## config.mk

```make
export PLATFORM = sky130hd
export DESIGN_NAME = ptw_walker
export DESIGN_NICKNAME = d
export VERILOG_FILES = /design/src/rtl/ptw_pkg.sv /design/src/rtl/ptw_perm.sv /design/src/rtl/ptw_errgen.sv /design/src/rtl/ptw_update.sv /design/src/rtl/ptw_walker.sv
export SDC_FILE = /design/constraint.sdc
export NUM_CORES = 1
export LEC_CHECK = 0
export ABC_AREA = 1
export BUFFER_PORTS_ARGS = -buffer_cell sky130_fd_sc_hd__clkbuf_2
export CAP_MARGIN = 20
export CELL_PAD_IN_SITES_DETAIL_PLACEMENT = 0
export CELL_PAD_IN_SITES_GLOBAL_PLACEMENT = 1
export CORE_ASPECT_RATIO = 1.2
export CORE_MARGIN = 4
export CORE_UTILIZATION = 40
export DETAILED_ROUTE_END_ITERATION = 16
export PLACE_DENSITY_LB_ADDON = 0.1
export RECOVER_POWER = 100
export SYNTH_ARGS = -nofsm -noshare
export SYNTH_HDL_FRONTEND = slang
export SYNTH_SLANG_ARGS = --single-unit
export TNS_END_PERCENT = 5
```

## constraint.sdc

```tcl
create_clock -name clk -period 2.1 [get_ports clk]
set_clock_uncertainty 0.15 [all_clocks]
set_input_delay 0.105 -clock clk [delete_from_list [all_inputs] [get_ports clk]]
set_output_delay 0.105 -clock clk [all_outputs]
set_load 0.005 [all_outputs]
```

## src/rtl/ptw_pkg.sv

```systemverilog
package ptw_pkg;
  localparam int LA_W   = 32;
  localparam int ENT_W  = 32;
  localparam int HI_W   = 8;
  localparam int PA_W   = LA_W + HI_W;
  localparam int ERR_W  = 5;
  localparam int PROT_W = 3;

  localparam int BIT_P       = 0;
  localparam int BIT_RW      = 1;
  localparam int BIT_US      = 2;
  localparam int BIT_ACC     = 5;
  localparam int BIT_DRT     = 6;
  localparam int BIT_BIG     = 7;
  localparam int BIT_BIG_RSV = 21;

  localparam logic [1:0] ACC_RD = 2'd0;
  localparam logic [1:0] ACC_WR = 2'd1;
  localparam logic [1:0] ACC_EX = 2'd2;

  typedef enum logic [1:0] {FK_NONE, FK_ABSENT, FK_PROT, FK_RSVD} fkind_e;

  typedef enum logic [2:0] {
    S_IDLE, S_RD_DIR, S_SET_DIR_A, S_RD_TBL, S_WB_FINAL, S_RESP
  } walk_st_e;

  function automatic logic [LA_W-1:0] dir_slot(logic [LA_W-1:0] root, logic [LA_W-1:0] la);
    return {root[31:12], la[31:22], 2'b00};
  endfunction

  function automatic logic [LA_W-1:0] tbl_slot(logic [ENT_W-1:0] pde, logic [LA_W-1:0] la);
    return {pde[31:12], la[21:12], 2'b00};
  endfunction

  function automatic logic [PA_W-1:0] pa_small(logic [ENT_W-1:0] pte, logic [LA_W-1:0] la);
    return {{HI_W{1'b0}}, pte[31:12], la[11:0]};
  endfunction

  function automatic logic [PA_W-1:0] pa_big(logic [ENT_W-1:0] pde, logic [LA_W-1:0] la);
    return {pde[20:13], pde[31:22], la[21:0]};
  endfunction
endpackage

```

## src/rtl/ptw_perm.sv

```systemverilog
module ptw_perm
  import ptw_pkg::*;
(
  input  logic              ent_user,
  input  logic              ent_rw,
  input  logic [1:0]        acc,
  input  logic              usr,
  input  logic              wp,
  input  logic              smep,
  output logic [PROT_W-1:0] grant,
  output logic              deny
);
  logic wr_ok;
  logic ex_ok;

  always_comb begin
    wr_ok = ent_rw | (~usr & ~wp);
    ex_ok = ~(smep & ent_user & ~usr);
    grant = {ex_ok, wr_ok, 1'b1};
    deny  = (usr & ~ent_user)
          | ((acc == ACC_WR) & ~wr_ok)
          | ((acc == ACC_EX) & ~ex_ok);
  end
endmodule

```

## src/rtl/ptw_errgen.sv

```systemverilog
module ptw_errgen
  import ptw_pkg::*;
(
  input  fkind_e           kind,
  input  logic [1:0]       acc,
  input  logic             usr,
  input  logic             smep,
  output logic [ERR_W-1:0] err
);
  always_comb begin
    err[0] = (kind == FK_PROT) || (kind == FK_RSVD);
    err[1] = (acc == ACC_WR);
    err[2] = usr;
    err[3] = (kind == FK_RSVD);
    err[4] = (acc == ACC_EX) && smep;
  end
endmodule

```

## src/rtl/ptw_update.sv

```systemverilog
module ptw_update
  import ptw_pkg::*;
(
  input  logic [ENT_W-1:0] ent,
  input  logic             is_wr,
  output logic [ENT_W-1:0] ent_new,
  output logic             changed
);
  always_comb begin
    ent_new          = ent;
    ent_new[BIT_ACC] = 1'b1;
    if (is_wr) ent_new[BIT_DRT] = 1'b1;
    changed = (ent_new != ent);
  end
endmodule

```

## src/rtl/ptw_walker.sv

```systemverilog
module ptw_walker
  import ptw_pkg::*;
(
  input  logic              clk,
  input  logic              rst_n,
  input  logic              req_valid,
  output logic              req_ready,
  input  logic [LA_W-1:0]   req_addr,
  input  logic [1:0]        req_acc,
  input  logic              req_user,
  input  logic [LA_W-1:0]   cr3,
  input  logic              pg_en,
  input  logic              pse_en,
  input  logic              wp_en,
  input  logic              smep_en,
  output logic              mem_req,
  output logic              mem_we,
  output logic [LA_W-1:0]   mem_addr,
  output logic [ENT_W-1:0]  mem_wdata,
  input  logic              mem_ack,
  input  logic [ENT_W-1:0]  mem_rdata,
  output logic              done,
  output logic              fault,
  output logic [PA_W-1:0]   pa,
  output logic [PROT_W-1:0] prot,
  output logic [ERR_W-1:0]  err_code,
  output logic [LA_W-1:0]   cr2
);
  walk_st_e          st;
  logic [LA_W-1:0]   la_q;
  logic [1:0]        acc_q;
  logic              usr_q;
  logic [LA_W-1:0]   root_q;
  logic              pse_q;
  logic              wp_q;
  logic              smep_q;
  logic [ENT_W-1:0]  dir_q;
  logic [LA_W-1:0]   fin_addr_q;
  logic [ENT_W-1:0]  fin_new_q;
  logic [PA_W-1:0]   pa_q;
  logic [PROT_W-1:0] prot_q;
  logic              fault_q;
  logic [ERR_W-1:0]  err_q;
  logic [LA_W-1:0]   cr2_q;

  // named internal events
  logic              in_read;
  logic              walk_big;
  logic              last_step;
  logic              cand_user;
  logic              cand_rw;
  logic [PROT_W-1:0] grant;
  logic              deny;
  logic [ENT_W-1:0]  upd_val;
  logic              upd_chg;
  fkind_e            step_kind;
  logic [ERR_W-1:0]  step_err;
  logic [ENT_W-1:0]  dir_with_a;
  logic [LA_W-1:0]   unused_root_lo;

  assign unused_root_lo = root_q;

  assign in_read   = (st == S_RD_DIR) || (st == S_RD_TBL);
  assign walk_big  = (st == S_RD_DIR) && mem_rdata[BIT_BIG] && pse_q;
  assign last_step = walk_big || (st == S_RD_TBL);
  assign cand_user = (st == S_RD_TBL) ? (dir_q[BIT_US] & mem_rdata[BIT_US]) : mem_rdata[BIT_US];
  assign cand_rw   = (st == S_RD_TBL) ? (dir_q[BIT_RW] & mem_rdata[BIT_RW]) : mem_rdata[BIT_RW];

  always_comb begin
    dir_with_a          = dir_q;
    dir_with_a[BIT_ACC] = 1'b1;
  end

  ptw_perm u_perm (
    .ent_user (cand_user),
    .ent_rw   (cand_rw),
    .acc      (acc_q),
    .usr      (usr_q),
    .wp       (wp_q),
    .smep     (smep_q),
    .grant    (grant),
    .deny     (deny)
  );

  ptw_update u_upd (
    .ent     (mem_rdata),
    .is_wr   (acc_q == ACC_WR),
    .ent_new (upd_val),
    .changed (upd_chg)
  );

  always_comb begin
    step_kind = FK_NONE;
    if (!mem_rdata[BIT_P])                      step_kind = FK_ABSENT;
    else if (walk_big && mem_rdata[BIT_BIG_RSV]) step_kind = FK_RSVD;
    else if (last_step && deny)                  step_kind = FK_PROT;
  end

  ptw_errgen u_err (
    .kind (step_kind),
    .acc  (acc_q),
    .usr  (usr_q),
    .smep (smep_q),
    .err  (step_err)
  );

  always_comb begin
    mem_addr  = '0;
    mem_wdata = '0;
    case (st)
      S_RD_DIR:    mem_addr = dir_slot(root_q, la_q);
      S_SET_DIR_A: begin
        mem_addr  = dir_slot(root_q, la_q);
        mem_wdata = dir_with_a;
      end
      S_RD_TBL:    mem_addr = tbl_slot(dir_q, la_q);
      S_WB_FINAL:  begin
        mem_addr  = fin_addr_q;
        mem_wdata = fin_new_q;
      end
      default: ;
    endcase
  end

  assign mem_req   = in_read || (st == S_SET_DIR_A) || (st == S_WB_FINAL);
  assign mem_we    = (st == S_SET_DIR_A) || (st == S_WB_FINAL);
  assign req_ready = (st == S_IDLE);
  assign done      = (st == S_RESP);
  assign fault     = done && fault_q;
  assign pa        = pa_q;
  assign prot      = prot_q;
  assign err_code  = err_q;
  assign cr2       = cr2_q;

  always_ff @(posedge clk or negedge rst_n) begin
    if (!rst_n) begin
      st         <= S_IDLE;
      la_q       <= '0;
      acc_q      <= ACC_RD;
      usr_q      <= 1'b0;
      root_q     <= '0;
      pse_q      <= 1'b0;
      wp_q       <= 1'b0;
      smep_q     <= 1'b0;
      dir_q      <= '0;
      fin_addr_q <= '0;
      fin_new_q  <= '0;
      pa_q       <= '0;
      prot_q     <= '0;
      fault_q    <= 1'b0;
      err_q      <= '0;
      cr2_q      <= '0;
    end else begin
      case (st)
        S_IDLE: begin
          if (req_valid) begin
            la_q   <= req_addr;
            acc_q  <= req_acc;
            usr_q  <= req_user;
            root_q <= cr3;
            pse_q  <= pse_en;
            wp_q   <= wp_en;
            smep_q <= smep_en;
            if (!pg_en) begin
              pa_q    <= {{HI_W{1'b0}}, req_addr};
              prot_q  <= '1;
              fault_q <= 1'b0;
              st      <= S_RESP;
            end else begin
              st <= S_RD_DIR;
            end
          end
        end
        S_RD_DIR, S_RD_TBL: begin
          if (mem_ack) begin
            if (step_kind != FK_NONE) begin
              fault_q <= 1'b1;
              err_q   <= step_err;
              pa_q    <= '0;
              prot_q  <= '0;
              cr2_q   <= la_q;
              st      <= S_RESP;
            end else if (!last_step) begin
              dir_q <= mem_rdata;
              st    <= mem_rdata[BIT_ACC] ? S_RD_TBL : S_SET_DIR_A;
            end else begin
              fault_q    <= 1'b0;
              pa_q       <= walk_big ? pa_big(mem_rdata, la_q) : pa_small(mem_rdata, la_q);
              prot_q     <= {grant[2], grant[1] & upd_val[BIT_DRT], grant[0]};
              fin_addr_q <= mem_addr;
              fin_new_q  <= upd_val;
              st         <= upd_chg ? S_WB_FINAL : S_RESP;
            end
          end
        end
        S_SET_DIR_A: if (mem_ack) st <= S_RD_TBL;
        S_WB_FINAL:  if (mem_ack) st <= S_RESP;
        S_RESP:      st <= S_IDLE;
        default:     st <= S_IDLE;
      endcase
    end
  end
endmodule

```

==> metrics, run 1 <==
status=complete, but fails checks; failing checks=negative setup slack; clock root cell=clkbuf_16; fin area=15400 sq um; crit path max fanout=10; Layout area overhead=44.4%; vias per cell=approximately 5.2; P per Cell Area=1600 nW/um^2; placed cell areas=around 13000 sq um; Worst setup EP type=primary output; FILL cells=2414; final hold vios=0; DP Worst Slack=-197 ps; CTS max path bufs=3; H-tree levels=1; drt wl/cell=19.0 um; Net Sw Frac=slightly below 40%; M2 GR Usage=39.6%; Congestion Overflow GR=0; Main synth FF type=dfrtp_1; Synth Net Count=between 1000 and 1500; Worst Max-Slew Pin Slew=1190 ps; Sequential Power Share=32.0%; Pint=15200 uW; initial antenna violation count=0; Worst path slowest cell=dfrtp_1; peak supply drop=a little over 0.7 mV; Die ar.=29400 sq um; Yosys reg bits=237; All-Layer GR Usage=roughly a quarter; post-route ant nets=0; Clk network pwr share=19.6%; simple-gate share of the synthesized area=17.2%; MaxCap Viol Count=0; sw power=9550 uW; library cells used by synthesis=29; min Tclk post-route=2410 ps; total vias in the final route=10062; final setup margin=-310 ps; Slew HR=20.7%; Die Ht=187 um; Starting DRT DRC Count=approximately 540; Core Box Area=around 26000 sq um; arrival time at the worst endpoint=2160 ps; Starting Density=40.6%; Inserted Diodes=0; syn_area_per_cell=9.02 sq um; global-route wire length before repair=57000 um; Clk Latency, worst-skew pair=roughly 530 ps; post-synth top area share=between 50% and 60%; YS warnings=0; Synth top cells by count=nand2_1, dfrtp_1, inv_1; Compound-Gate Fraction of Synth Area=14.4%; top-count cell post-synth=nand2_1; Logic pwr share=48.4%; async set-reset flop share out of synthesis=100%; largest family of logic cells by synthesized area=simple AND/OR/NAND/NOR gates; mapped cell area=10700 sq um; worst stage delay on the critical path=400 ps; final net count=1675; largest area contributor in the synthesized netlist=dfrtp_1; Setup violations, final=225; share of cells above drive strength 1=approximately 30%; Synth Area in Adders=0%; RSZ-0062 raised after global routing=yes; top cells by area, synth=dfrtp_1, nand2_1, inv_1; M1 GR Usage=33.7%; FMAX=415 MHz; static leakage=0.00755 uW; crit-path leading delay family=buffers and inverters; IO Port Bufs=243; Hold Crit Class=primary input to flop; # rows=65; drt first pass iters=5; Setup Total Neg Slack=-27980 ps; pin count of the biggest net entering global routing=a little over 80; CTS tree=done; WS Path Type=flop to primary output; clk sinks=237; CTS Buf Count=27; Post-synth EDFFs=0; CP Cell Sequence=inv_2 > nand2_2 > buf_6 > buf_12 > o21ai_4 > buf_12 > buf_8 > nand2_2 > o211ai_1 > buf_2; Critical Path RT=between 1500 and 2000 ps; die extent in x=157 um; DRC=0; final WL=36600 um; grt met3 use=3.91%; Slew Limit Fails=0; Cells after Synth=roughly 1200; Final Cycle Share=115%; routability cong.=0.824; GRT Max-Usage Layer=met2; io pins=256; HPWL Detailed=23800 um; sequential fraction of the synthesis area=55.5%; Post-Synth XOR/XNOR Area=0%; vias in the first global route=9958; clock-pin slew of the registers on the worst-case setup and hold paths=60 ps; post-synthesis mux area share=4.32%; CP startpoint kind=flop; Critical path buffers and inverters=6
## cell type report
type                            count  area, sq um  share of cell area [%]
Timing Repair Buffer              438         3210                    20.8
Multi-Input combinational cell    723         4430                    28.7
Clock inverter                      8          121                   0.786
Inverter                          141          544                    3.53
Clock buffer                       39          781                    5.06
Tap cell                          335          419                    2.72
Sequential cell                   237         5930                    38.4
## kinds of logic after synthesis
family / Yosys count
AND/OR/NAND/NOR: 427
buffers and inverters: 226
flip-flops: 237
multiplexers: 41
AO/OA/AOI/OAI: 254
## routing by layer
metal	vias to the layer above	wire length, um
met4	0	891
met2	332	17800
met3	51	2390
met5	-	0
li1	4741	-
met1	4938	15500
## per-stage QoR
step	hold slack, ps	instances	total power, uW	util [%]
final	197	1921	24700	58.6
after global routing	186	1921	26300	58.6
after CTS	41.1	1917	24400	58.2
after detailed placement	-123	1744	17500	48.2
after global placement	-126	1744	17400	48.2
after floorplan	-341	1185	13000	-
## placed cells by master, fill, tap and decap left out, types with 6 or more instances in the layout
master,netlist,layout
buf_12,0,16
buf_4,8,56
nand3_1,14,10
buf_6,1,17
nand2_2,2,22
mux2_2,41,41
nand2_4,0,9
inv_1,137,135
o211ai_1,9,9
dlygate4sd3_1,0,94
o21ai_1,43,46
a2bb2oi_1,33,32
clkbuf_2,0,159
nand2_1,275,246
clkbuf_8,0,6
clkbuf_1,40,53
buf_2,26,41
o22ai_2,0,28
dfrtp_1,237,237
nand4_1,71,71
nor2_4,2,6
o21ai_0,54,50
o221ai_2,0,16
nor2_1,55,53
clkbuf_16,0,28
a21oi_1,60,60
## flip-flops by register name, summed over array words and instances (netlist names), 2 cells and up
register / flops
pa: 40
cr2: 32
fin_addr_q: 32
fin_new_q: 32
la_q: 32
dir_q: 31
root_q: 20
err_code: 5
prot: 3
st: 3
acc_q: 2
## worst reg2reg max path: stages, from the launching register on
cell     delay, ps
dfrtp_1        420
nand2_1        140
nor2_4          50
nor2_1         290
buf_4          190
inv_1           70
nand2_2        110
nand3_4        130
nor2_4         140
buf_12         170
buf_12         190
nand2_1         70
o21ai_0         80
## path summary, 6_finish.rpt
path / start / slack (ps) / endpoint / cells after the start
max: st[2]$_DFFE_PN0P_ / -310 / mem_addr[2] / 10
min: cr3[19] / 200 / root_q[19]$_DFFE_PN0P_ / 3
max reg2reg: st[0]$_DFFE_PN0P_ / -180 / fin_addr_q[30]$_DFFE_PN0P_ / 12
min reg2reg: fin_new_q[5]$_DFFE_PN0P_ / 300 / fin_new_q[5]$_DFFE_PN0P_ / 2
max in group asynchronous: rst_n / 300 / cr2[5]$_DFFE_PN0P_ / 3
min in group asynchronous: rst_n / 590 / fin_addr_q[22]$_DFFE_PN0P_ / 3
## power groups by stage
stage	logic (uW)	registers (uW)	clock network, uW
floorplan	5410	7620	0
global placement	9540	7860	0
detailed placement	9640	7890	0
CTS	11600	7860	4930
global route	13100	8140	5130
finish	12000	7910	4830
## what timing repair did
action	in CTS	in global routing
hold endpoints to repair	402	0
setup buffers	28	3
resized for setup	101	81
endpoints found under the setup margin	221	247
pin swaps	6	6
hold buffers	95	0
gates cloned	3	1
Note: power is estimated with default switching activity, not from simulation.
==> run 2: changes to the inputs <==
--- a/config.mk
+++ b/config.mk
@@ -7,12 +7,12 @@
 export LEC_CHECK = 0
 export ABC_AREA = 1
 export BUFFER_PORTS_ARGS = -buffer_cell sky130_fd_sc_hd__clkbuf_2
-export CAP_MARGIN = 20
-export CELL_PAD_IN_SITES_DETAIL_PLACEMENT = 0
-export CELL_PAD_IN_SITES_GLOBAL_PLACEMENT = 1
+export CAP_MARGIN = 10
+export CELL_PAD_IN_SITES_DETAIL_PLACEMENT = 2
+export CELL_PAD_IN_SITES_GLOBAL_PLACEMENT = 2
 export CORE_ASPECT_RATIO = 1.2
 export CORE_MARGIN = 4
-export CORE_UTILIZATION = 40
+export CORE_UTILIZATION = 32
 export DETAILED_ROUTE_END_ITERATION = 16
 export PLACE_DENSITY_LB_ADDON = 0.1
 export RECOVER_POWER = 100
==> metrics, run 2 (synthesis gave the netlist of run 1 again) <==
FILL cells=about 3600; Critical Path RT=2390 ps; M1 GR Usage=a little under a third; failing checks=negative setup slack; flip-flop count of the largest register after layout=40; placed cell areas=12900 sq um; DRC=0; CTS tree=done; Logic pwr share=48.1%; Worst R2R End=fin_addr_q[9]$_DFFE_PN0P_; worst r2r path cells=14; drt wl/cell=about 23 um; Starting Density=about a third; Hold Path Stages=3; min Tclk post-route=2430 ps; Hold Path End=acc_q[0]$_DFFE_PN0P_; # rows=between 70 and 80; io pins=~260; Clk network pwr share=20.5%; r2r setup slk=-330 ps; Final Cycle Share=116%; Hold Crit Class=primary input to flop; Die Ht=between 200 and 250 um; commonest non-fill, non-tap cell in the layout=nand2_1; Layout area overhead=46.5%; Setup violations, final=roughly 210; routability cong.=around 0.81; die extent in x=175 um; register area=about 5900 sq um; most frequent cells in the layout=nand2_1, dfrtp_1, clkbuf_2; Pint=15200 uW; MaxCap Viol Count=0; sw power=10200 uW; post-route ant nets=0; final WL=~47000 um; static leakage=0.00755 uW; Sequential Power Share=about a third; clk sinks=237; Net Sw Frac=between 40% and 50%; clock-pin slew of the registers on the worst-case setup and hold paths=60 ps; initial antenna violation count=1; pin count of the biggest net entering global routing=61; Slew Limit Fails=0; Slew HR=~23%; Multi-input gate area=4270 sq um; grt met3 use=between 4 and 5%; WS Path Type=flop to flop; arrival time at the worst endpoint=2720 ps; final hold vios=0; clock root cell=clkbuf_16; M2 GR Usage=43.1%; Die ar.=36400 sq um; Congestion Overflow GR=0; P per Cell Area=1620 nW/um^2; Starting DRT DRC Count=523; Worst Max-Slew Pin Slew=1160 ps; final net count=1679; fin area=15700 sq um; Inserted Diodes=0; CTS Buf Count=28; All-Layer GR Usage=24.7%; RSZ-0062 raised after global routing=yes; worst reg2reg startpoint=st[2]$_DFFE_PN0P_; hold path start=req_acc[0]; FMAX=411 MHz; Core Box Area=33100 sq um; CP startpoint kind=flop; final setup margin=-332 ps; H-tree levels=1; drt first pass iters=5; peak supply drop=about 0.65 mV; CTS max path bufs=3; Clk Latency, worst-skew pair=560 ps; share of cells above drive strength 1=28.1%; Fin Hold WS=roughly 170 ps; post-layout util=47.4%; status=complete, but fails checks; Worst setup EP type=flop; crit path max fanout=6; total vias in the final route=10503; HPWL Detailed=28300 um; vias in the first global route=11696; global-route wire length before repair=71200 um; IO Port Bufs=around 240; GRT Max-Usage Layer=met2; vias per cell=5.14
run 2: repair_timing:
item	in CTS	in global routing
resized for setup	65	59
gates cloned	4	3
buffers inserted	25	14
pin swaps	6	7
hold buffers	95	0
endpoints found under the hold margin	409	0
setup endpoints to repair	157	244
run 2: power groups by stage:
stage          sequential [uW]  combinational, uW  clock (uW)
6_report                  7970              12200        5200
5_1_grt                   8210              13400        5550
4_1_cts                   7920              11900        5330
3_5_place_dp              7940              10100           0
3_3_place_gp              7850               9820           0
2_1_floorplan             7620               5410           0
run 2: area by class of cell:
cell class                      instances  share of cell area (%)
Tap cell                              450                    3.59
Sequential cell                       237                    37.9
Inverter                              141                    3.47
Clock buffer                           42                    5.45
Timing Repair Buffer                  442                    21.6
Clock inverter                          8                   0.751
Multi-Input combinational cell        722                    27.2
run 2: worst max-delay path by stage:
stage	start	slack (ps)	cells past startpoint	to
5_1_grt	st[2]$_DFFE_PN0P_	-410	9	mem_addr[10]
2_1_floorplan	st[2]$_DFFE_PN0P_	160	12	cr2[25]$_DFFE_PN0P_
3_5_place_dp	st[0]$_DFFE_PN0P_	-60	12	fin_addr_q[30]$_DFFE_PN0P_
6_report	st[2]$_DFFE_PN0P_	-330	14	fin_addr_q[9]$_DFFE_PN0P_
3_3_place_gp	st[1]$_DFFE_PN0P_	-10	10	pa[30]$_DFFE_PN0P_
4_1_cts	st[1]$_DFFE_PN0P_	-310	11	mem_addr[10]
run 2: through the flow:
stage	cells	total power, uW	setup slack (ps)	setup TNS (ps)
5_1_grt	2042	27100	-407	-57080
2_1_floorplan	1185	13000	160	0
3_3_place_gp	1853	17700	-12.8	-12.8
6_report	2042	25400	-332	-34760
3_5_place_dp	1853	18000	-55.9	-1150
4_1_cts	2027	25100	-314	-25690
run 2: layer usage:
metal,routed length [um],vias to the layer above
li1,-,4739
met1,19400,5448
met2,24300,248
met3,2070,66
met4,1210,2
met5,13,-
run 2: worst max-delay path, stage by stage (launching register included):
cell       delay (ps)
dfrtp_2           440
inv_2             100
buf_4             170
nor2_4             60
inv_6             110
bufbuf_16         280
o211ai_1          120
buf_4             150
buf_4             120
buf_4             120
buf_4             120
buf_4             120
buf_4             120
nand2_1            60
o21ai_1            60
==> run 3: changes to the inputs <==
--- a/config.mk
+++ b/config.mk
@@ -12,11 +12,12 @@
 export CELL_PAD_IN_SITES_GLOBAL_PLACEMENT = 2
 export CORE_ASPECT_RATIO = 1.2
 export CORE_MARGIN = 4
-export CORE_UTILIZATION = 32
+export CORE_UTILIZATION = 31
 export DETAILED_ROUTE_END_ITERATION = 16
 export PLACE_DENSITY_LB_ADDON = 0.1
 export RECOVER_POWER = 100
 export SYNTH_ARGS = -nofsm -noshare
 export SYNTH_HDL_FRONTEND = slang
+export SYNTH_HIERARCHICAL = 1
 export SYNTH_SLANG_ARGS = --single-unit
 export TNS_END_PERCENT = 5
==> metrics, run 3 <==
most frequent cells in the layout=nand2_1, dfrtp_1, clkbuf_2; # rows=76; Main synth FF type=dfrtp_1; clock-pin slew of the registers on the worst-case setup and hold paths=60 ps; final WL=47100 um; initial antenna violation count=2; mapped cell area=11300 sq um; FMAX=412 MHz; All-Layer GR Usage=23.5%; post-route ant nets=0; largest area contributor in the synthesized netlist=dfrtp_1; syn_area_per_cell=8.04 sq um; min Tclk post-route=2430 ps; clk sinks=237; sequential fraction of the synthesis area=52.7%; flip-flop count of the largest register after layout=40; status=complete, but fails checks; CTS Buf Count=29; Clk Latency, worst-skew pair=560 ps; io pins=256; drt first pass iters=4; CP startpoint kind=flop; clock root cell=clkbuf_16; Layout area overhead=38.5%; H-tree levels=1; Pint=14400 uW; Fin Hold WS=169 ps; WS Path Type=flop to primary output; post-synth top area share=52.7%; arrival time at the worst endpoint=around 2200 ps; failing checks=negative setup slack; Final Cycle Share=116%; Synth Net Count=between 1500 and 2000; final setup margin=-328 ps; drt wl/cell=approximately 21 um; pin count of the biggest net entering global routing=between 60 and 70; top cells by area, synth=dfrtp_1, nand2_1, inv_1; crit path max fanout=8; CTS tree=done; DRC=0; routability cong.=0.804; Cells after Synth=1401; global-route wire length before repair=72600 um; total vias in the final route=roughly 11000; Slew HR=23.5%; Worst setup EP type=primary output; Synth top cells by count=nand2_1, dfrtp_1, inv_1; fin area=15600 sq um; Starting Density=approximately a third; Net Sw Frac=40.7%; library cells used by synthesis=30; async set-reset flop share out of synthesis=100%; CTS max path bufs=3; top-count cell post-synth=nand2_1; Core Box Area=35800 sq um; Die ar.=just under 40000 sq um; commonest non-fill, non-tap cell in the layout=nand2_1; Yosys reg bits=237; share of cells above drive strength 1=23.1%; Sequential Power Share=34.0%; vias per cell=4.84; Worst Max-Slew Pin Slew=1150 ps; vias in the first global route=about 12000; sw power=9900 uW; final hold vios=0; Critical Path RT=1850 ps; Congestion Overflow GR=0; P per Cell Area=around 1600 nW/um^2; MaxCap Viol Count=0; YS warnings=6; die extent in x=182 um; final net count=about 1800; static leakage=0.00807 uW; Slew Limit Fails=0; HPWL Detailed=31600 um; Setup violations, final=around 250; Logic pwr share=44.5%; Starting DRT DRC Count=460; RSZ-0062 raised after global routing=yes; Post-synth EDFFs=0; Die Ht=217 um; Hold Crit Class=primary input to flop; peak supply drop=0.603 mV; IO Port Bufs=243; placed cell areas=approximately 13000 sq um; Clk network pwr share=21.4%
==> run 3: cell types whose count changed after synthesis, sizes merged, moves of 3 or more <==
cell / previous run / this run
nand2: 277 / 538
nand3: 15 / 71
nand4: 71 / 25
a21oi: 60 / 16
a2bb2oi: 33 / 0
o22ai: 32 / 1
buf: 45 / 73
o21ai: 97 / 120
o211ai: 9 / 30
o221ai: 21 / 0
mux2: 41 / 34
nor2: 58 / 64
a21boi: 0 / 3
inv: 141 / 138
==> run 3: critical path, cell delays in order (launching register included) <==
cell and delay, ps:
dfrtp_1 400, inv_2 100, nand2_4 70, buf_12 130, o21ai_4 190, buf_6 170, buf_12 130, nand2_1 70
o211ai_1 90, buf_4 180, buf_6 100
==> run 3: area by class of cell <==
class                           instances  area [sq um]
Sequential cell                       237          5930
Inverter                              138           533
Fill cell                            4079         20300
Multi-Input combinational cell        911          4410
Tap cell                              468           586
Clock inverter                         14           173
Clock buffer                           39           803
Antenna cell                            2          5.00
Timing Repair Buffer                  420          3150
==> run 3: kinds of logic after synthesis <==
group	Yosys count	share of synthesized area [%]
buf+inv	253	10.1
mux	34	3.40
simple gates	703	25.3
other cells	2	0.0667
flops	237	52.7
compound gates	172	8.45
==> run 3: what timing repair did <==
item | CTS | global route
cloned | 6 | 0
setup endpoints to repair | 189 | 254
pin swaps | 11 | 3
setup buffers | 17 | 5
gates resized for setup | 64 | 55
endpoints found under the hold margin | 400 | 0
hold buffers | 96 | 0
==> run 3: path summary, 6_finish.rpt <==
check                      cells after the start                  endpoint  slack (ps)                  from
max                                           10              mem_addr[11]        -330     st[2]$_DFFE_PN0P_
min                                            3    root_q[21]$_DFFE_PN0P_         170               cr3[21]
max reg2reg                                   10     dir_q[13]$_DFFE_PN0P_        -220     st[2]$_DFFE_PN0P_
min reg2reg                                    2      dir_q[0]$_DFFE_PN0P_         310  dir_q[0]$_DFFE_PN0P_
max in group asynchronous                      4      dir_q[8]$_DFFE_PN0P_         -80                 rst_n
min in group asynchronous                      3  fin_new_q[9]$_DFFE_PN0P_         730                 rst_n
==> run 3: power groups by stage <==
stage | registers [uW] | clock network (uW) | logic (uW)
floorplan | 7710 | 0 | 5220
CTS | 8270 | 5350 | 10900
global placement | 8200 | 0 | 9070
finish | 8280 | 5220 | 10800
global route | 8530 | 5580 | 12100
detailed placement | 8290 | 0 | 9390
==> run 3: through the flow <==
stage / util [%] / power, uW / cells / setup slack (ps) / setup TNS, ps
2_1_floorplan: - / 12900 / 1401 / -96.6 / -8840
3_3_place_gp: 36.7 / 17300 / 2051 / -107 / -6850
3_5_place_dp: 36.7 / 17700 / 2051 / -209 / -15340
4_1_cts: 43.5 / 24500 / 2223 / -310 / -17600
5_1_grt: 43.5 / 26200 / 2229 / -406 / -68690
6_report: 43.5 / 24300 / 2229 / -328 / -30500
==> run 3: routing by layer <==
layer / up-vias / wire length (um) / track usage (%)
met5: - / 0 / 0
met4: 0 / 978 / 5.51
met3: 41 / 2160 / 3.96
met2: 215 / 24600 / 42.4
met1: 5471 / 19400 / 29.3
li1: 5054 / - / -
